==> src/rtl/aud_clk_pkg.sv <==
package aud_clk_pkg;
  localparam int DIV_W_DEF = 8;

  typedef enum logic {
    MODE_MASTER = 1'b0,
    MODE_SLAVE  = 1'b1
  } clk_mode_e;

  typedef struct packed {
    logic bclk;
    logic tx_lr;
    logic rx_lr;
    logic shift;
    logic sample;
    logic tx_frame;
    logic rx_frame;
  } clk_evt_t;
endpackage

==> src/rtl/aud_bit_div.sv <==
module aud_bit_div #(
  parameter int DIV_W = 8
) (
  input  logic             clk,
  input  logic             rst,
  input  logic             hold,
  input  logic             load,
  input  logic [DIV_W-1:0] div_in,
  output logic             bit_end,
  output logic             bit_start,
  output logic             raw_bclk,
  output logic             mid_bit
);
  localparam int RW = DIV_W + 1;

  logic [DIV_W-1:0] cnt_q;
  logic [DIV_W-1:0] shadow_q;
  logic [RW-1:0]    ratio;
  logic [RW-1:0]    low_len;

  // Period is shadow+1; the low phase takes the larger half.
  assign ratio   = {1'b0, shadow_q} + RW'(1);
  assign low_len = ratio - (ratio >> 1);

  assign bit_end   = (cnt_q == shadow_q);
  assign bit_start = (cnt_q == '0);
  assign raw_bclk  = ({1'b0, cnt_q} >= low_len);
  assign mid_bit   = (shadow_q != '0) && ({1'b0, cnt_q} == low_len);

  always_ff @(posedge clk) begin
    if (rst || hold) begin
      cnt_q    <= '0;
      shadow_q <= div_in;
    end else if (bit_end) begin
      cnt_q <= '0;
      if (load) shadow_q <= div_in;
    end else begin
      cnt_q <= cnt_q + DIV_W'(1);
    end
  end
endmodule

==> src/rtl/aud_frame_div.sv <==
module aud_frame_div #(
  parameter int DIV_W = 8
) (
  input  logic             clk,
  input  logic             rst,
  input  logic             hold,
  input  logic             bit_end,
  input  logic [DIV_W-1:0] div_in,
  output logic             frame_wrap,
  output logic             first_bit,
  output logic             lr
);
  localparam int RW = DIV_W + 1;

  logic [DIV_W-1:0] cnt_q;
  logic [DIV_W-1:0] shadow_q;
  logic [RW-1:0]    len;
  logic [RW-1:0]    left_len;

  assign len        = {1'b0, shadow_q} + RW'(1);
  assign left_len   = len - (len >> 1);
  assign frame_wrap = bit_end && (cnt_q == shadow_q);
  assign first_bit  = (cnt_q == '0);
  assign lr         = ({1'b0, cnt_q} >= left_len);

  always_ff @(posedge clk) begin
    if (rst || hold) begin
      cnt_q    <= '0;
      shadow_q <= div_in;
    end else if (bit_end) begin
      if (cnt_q == shadow_q) begin
        cnt_q    <= '0;
        shadow_q <= div_in;
      end else begin
        cnt_q <= cnt_q + DIV_W'(1);
      end
    end
  end
endmodule

==> src/rtl/aud_sync_edge.sv <==
module aud_sync_edge #(
  parameter int STAGES = 2
) (
  input  logic clk,
  input  logic rst,
  input  logic din,
  output logic lvl,
  output logic rise,
  output logic fall
);
  // STAGES synchronizing flops plus one history flop for edge detection.
  logic [STAGES:0] chain_q;

  always_ff @(posedge clk) begin
    if (rst) chain_q <= '0;
    else     chain_q <= {chain_q[STAGES-1:0], din};
  end

  assign lvl  = chain_q[STAGES-1];
  assign rise = chain_q[STAGES-1] & ~chain_q[STAGES];
  assign fall = ~chain_q[STAGES-1] & chain_q[STAGES];
endmodule

==> src/rtl/aud_clkgen.sv <==
module aud_clkgen
  import aud_clk_pkg::*;
#(
  parameter int DIV_W       = DIV_W_DEF,
  parameter int SYNC_STAGES = 2
) (
  input  logic             clk,
  input  logic             rst,
  input  logic             slave_sel,
  input  logic             bclk_inv,
  input  logic [DIV_W-1:0] bit_div,
  input  logic [DIV_W-1:0] rx_frame_div,
  input  logic [DIV_W-1:0] tx_frame_div,
  input  logic             ext_bclk,
  input  logic             ext_lrck,
  output logic             bclk_o,
  output logic             tx_lrck_o,
  output logic             rx_lrck_o,
  output logic             shift_stb,
  output logic             sample_stb,
  output logic             tx_frame_stb,
  output logic             rx_frame_stb
);
  clk_mode_e mode;
  assign mode = clk_mode_e'(slave_sel);

  logic hold;
  assign hold = (mode == MODE_SLAVE);

  // Master path.
  logic bit_end, bit_start, raw_bclk, mid_bit;
  logic tx_wrap, tx_first, tx_lr;
  logic rx_wrap, rx_first, rx_lr;

  aud_bit_div #(.DIV_W(DIV_W)) u_bit (
    .clk(clk), .rst(rst), .hold(hold), .load(tx_wrap), .div_in(bit_div),
    .bit_end(bit_end), .bit_start(bit_start), .raw_bclk(raw_bclk), .mid_bit(mid_bit)
  );

  aud_frame_div #(.DIV_W(DIV_W)) u_tx (
    .clk(clk), .rst(rst), .hold(hold), .bit_end(bit_end), .div_in(tx_frame_div),
    .frame_wrap(tx_wrap), .first_bit(tx_first), .lr(tx_lr)
  );

  aud_frame_div #(.DIV_W(DIV_W)) u_rx (
    .clk(clk), .rst(rst), .hold(hold), .bit_end(bit_end), .div_in(rx_frame_div),
    .frame_wrap(rx_wrap), .first_bit(rx_first), .lr(rx_lr)
  );

  // Slave path.
  logic sb_lvl, sb_rise, sb_fall;
  logic sl_lvl, sl_rise, sl_fall;

  aud_sync_edge #(.STAGES(SYNC_STAGES)) u_sync_b (
    .clk(clk), .rst(rst), .din(ext_bclk), .lvl(sb_lvl), .rise(sb_rise), .fall(sb_fall)
  );

  aud_sync_edge #(.STAGES(SYNC_STAGES)) u_sync_l (
    .clk(clk), .rst(rst), .din(ext_lrck), .lvl(sl_lvl), .rise(sl_rise), .fall(sl_fall)
  );

  clk_evt_t m_evt, s_evt, nxt, out_q;

  always_comb begin
    m_evt.bclk     = raw_bclk ^ bclk_inv;
    m_evt.tx_lr    = tx_lr;
    m_evt.rx_lr    = rx_lr;
    m_evt.shift    = bit_start;
    m_evt.sample   = mid_bit;
    m_evt.tx_frame = bit_start & tx_first;
    m_evt.rx_frame = bit_start & rx_first;

    // The pin carries raw^inv, so the raw edges swap with polarity.
    s_evt.bclk     = sb_lvl;
    s_evt.tx_lr    = sl_lvl;
    s_evt.rx_lr    = sl_lvl;
    s_evt.shift    = bclk_inv ? sb_rise : sb_fall;
    s_evt.sample   = bclk_inv ? sb_fall : sb_rise;
    s_evt.tx_frame = sl_fall;
    s_evt.rx_frame = sl_fall;

    nxt = (mode == MODE_SLAVE) ? s_evt : m_evt;
  end

  always_ff @(posedge clk) begin
    if (rst) out_q <= '0;
    else     out_q <= nxt;
  end

  assign bclk_o       = out_q.bclk;
  assign tx_lrck_o    = out_q.tx_lr;
  assign rx_lrck_o    = out_q.rx_lr;
  assign shift_stb    = out_q.shift;
  assign sample_stb   = out_q.sample;
  assign tx_frame_stb = out_q.tx_frame;
  assign rx_frame_stb = out_q.rx_frame;

  logic unused_ok;
  assign unused_ok = &{1'b0, rx_wrap, sl_rise};
endmodule

==> config.mk <==
export PLATFORM = sky130hd
export DESIGN_NAME = aud_clkgen
export DESIGN_NICKNAME = d
export VERILOG_FILES = /design/src/rtl/aud_clk_pkg.sv /design/src/rtl/aud_bit_div.sv /design/src/rtl/aud_frame_div.sv /design/src/rtl/aud_sync_edge.sv /design/src/rtl/aud_clkgen.sv
export SDC_FILE = /design/constraint.sdc
export NUM_CORES = 1
export LEC_CHECK = 0
export CAP_MARGIN = 10
export CORE_MARGIN = 2
export CORE_UTILIZATION = 35
export CTS_BUF_LIST = sky130_fd_sc_hd__clkbuf_8
export DETAILED_ROUTE_END_ITERATION = 10
export HOLD_SLACK_MARGIN = 0.15
export PLACE_DENSITY = 0.55
export SLEW_MARGIN = 30
export SYNTH_ARGS = -nofsm -noshare
export SYNTH_HDL_FRONTEND = slang
export SYNTH_HIERARCHICAL = 1
export SYNTH_SLANG_ARGS = --single-unit
==> constraint.sdc <==
create_clock -name clk -period 4.4 [get_ports clk]
set_input_delay 0.44 -clock clk [delete_from_list [all_inputs] [get_ports clk]]
set_output_delay 0.44 -clock clk [all_outputs]
set_load 0.05 [all_outputs]
==> results of run 1 <==
[final cells by class]
cell class	instances	area, µm²	share of cell area (%)
clock buffers	11	151.4	2.409
clock inverters	5	81.33	1.294
inverters	38	142.6	2.270
multi-input cells	506	3757	59.78
flip-flops and latches	61	1461	23.25
well taps	216	270.3	4.300
repair buffers	44	420.4	6.689
[power by group through the flow]
stage | registers, mW | logic, mW | clock network (mW)
2_1_floorplan | 0.655 | 0.632 | 0
3_3_place_gp | 0.700 | 0.733 | 0
3_5_place_dp | 0.700 | 0.750 | 0
4_1_cts | 0.688 | 0.755 | 0.609
5_1_grt | 0.694 | 0.845 | 0.631
6_report | 0.687 | 0.755 | 0.591
[layer usage]
layer  wire (µm)  vias up  global-route usage (%)
met1        5923     2129                   19.57
met3         446       15                   3.772
met5           0        -                       0
li1            -     2318                       -
met4         179        0                   4.681
met2        6116       66                   26.92
[through the flow]
stage	power [mW]	hold WS (ns)
2_1_floorplan	1.287	0.4138
3_3_place_gp	1.433	0.4434
3_5_place_dp	1.450	0.4329
4_1_cts	2.051	0.4531
5_1_grt	2.171	0.4724
6_report	2.033	0.4456
[final timing paths]
check                           cells past startpoint  slack (ns)                   to
worst max-delay path                               16        0.32               bclk_o
worst min-delay path                                1        0.45  u_sync_l/chain_q[1]
worst max register to register                     16        0.32               bclk_o
worst min register to register                      1        0.45  u_sync_l/chain_q[1]
[worst max-delay path: stages, from the launching register on]
cell	delay [ns]
edfxtp_1	0.50
ha_1	0.34
xnor2_1	0.25
inv_1	0.12
ha_1	0.37
nor2b_2	0.22
or3_1	0.35
o21a_1	0.12
o32ai_1	0.23
a21oi_1	0.09
xnor2_1	0.31
ha_1	0.31
o211ai_1	0.10
a31oi_1	0.10
o31a_1	0.26
xnor2_1	0.14
a211oi_2	0.20
[repair_timing]
| action | CTS | global route |
|---|---|---|
| gates resized for setup | 0 | 2 |
| setup buffers | 0 | 2 |
| hold endpoints to repair | 0 | 0 |
| endpoints found under the setup margin | 0 | 1 |
[registers in the layout (all words and copies together), names as in the netlist]
register	cells
bclk_o	1
u_tx/shadow_q	8
u_sync_l/chain_q	3
u_sync_b/chain_q	3
u_rx/cnt_q	8
u_rx/shadow_q	8
sample_stb	1
tx_frame_stb	1
shift_stb	1
u_bit/cnt_q	8
u_bit/shadow_q	8
rx_lrck_o	1
tx_lrck_o	1
u_tx/cnt_q	8
rx_frame_stb	1
==> run_results.csv, run 1 <==
group,metric,value,unit
setup_path,cp-start-kind,"flop",
floorplanning,die_area,0.01697,mm²
routing,drcViolationCount,0,
sta,finalSetupViolCount,0,
floorplanning,core,0.01571,mm²
sta,worst_slew_pin_slew,0.6863,ns
power,powerDensity,323.5,mW/mm²
setup_path,critPathKind,"reg2reg",
setup_path,worstPathRequired,4.67,ns
sta,fin_crit_sh,92.72,%
setup_path,regToRegStartpoint,"u_bit/shadow_q[1]",
min_path,worstHoldStart,"u_sync_l/chain_q[0]",
setup_path,cp-startpoint,"u_bit/shadow_q[1]",
cells_and_area,area_delta_synth_final,12.65,%
power,swShare,34.80,%
placement,gp_congestion,0.8765,
floorplanning,fp.dieW,130.3,µm
flow_run,cap_violations,0,
global_route,grt_max_degree,20,
routing,drtPass1Iterations,6,
cells_and_area,layout_commonest_cell,"xnor2_1",
floorplanning,io_pins,37,
floorplanning,die_height,130.3,µm
routing,routed_via_density,5.140,
cells_and_area,final_util,40.00,%
cells_and_area,antennaDiodeCount,0,
clocking,clk_latency,0.36,ns
cells_and_area,stdcell_area,0.006285,mm²
placement,dp_hpwl,9722,µm
power,clkPwrFrac,29.1,%
logic_synthesis,synth_area,0.005579,mm²
cells_and_area,drive_gt1_share,9.173,%
placement,dpl.cell_count,863,
placement,dp_slack,0.2256,ns
routing,wire_per_inst,14.38,µm
placement,place_area,0.006033,mm²
setup_path,path_max_fanout,7,
clocking,clkTransAtPathRegs,0.08,ns
clocking,cts_buffer_depth,2,
global_route,grtUsageTotal,15.69,%
cells_and_area,fin_nets,746,
power,combPwrFrac,37.1,%
routing,via_count,4528,
logic_synthesis,ys_warn_count,6,
power,total_leakage_power,2.428,nW
routing,drt-initial-drc-count,233,
sta,fin_skew,0.01148,ns
logic_synthesis,synth_nets,726,
power,p_switching,0.7076,mW
placement,portBuffers,36,
power,peakVddDrop,0.0001369,V
sta,hold_viol_final,0,
sta,slew_viol_final,0,
clocking,hold_buffers,0,
sta,maxSlewHeadroom,54.25,%
floorplanning,row_count,46,
clocking,cts_tree,"yes",
routing,drtAntennaViolNets,0,
sta,final.setup.tns,0,ns
power,p_int,1.326,mW
logic_synthesis,netlist_instances,640,
logic_synthesis,avgSynthCellArea,8.717,µm²
global_route,grt_pass1_wl,21240,µm
clocking,clock-sinks,61,
setup_path,cp-end-kind,"flop",
clocking,cts-buffers-inserted,9,
min_path,min_path_type,"reg2reg",
sta,setup_ws,0.3203,ns
global_route,grt_overflow_total,0,
cells_and_area,nFillCells,1569,
cells_and_area,layout_common_cells,"60 x xnor2_1, 57 x nor2_1, 53 x ha_1",
global_route,antenna_found_initial,0,
sta,rsz0062_at_grt,"no",
global_route,first_global_vias,4405,
power,seqPwrFrac,33.8,%
clocking,htree_levels,3,
floorplanning,start_util,35.51,%
clocking,cts-root-buf,"clkbuf_8",
outcome,outcome,"completed",
sta,fmax,0.2451,GHz
setup_path,cp.arrival,4.35,ns
routing,routed_wl,12670,µm
cells_and_area,instances_no_fill,881,
sta,min_period,4.080,ns
Power figures use the tool's default switching activity.
==> run 2: changes to the inputs <==
SLEW_MARGIN = 15   (was 30)
==> results of run 2 <==
No change in the layout: final DEF, timing and power equal those of run 1.
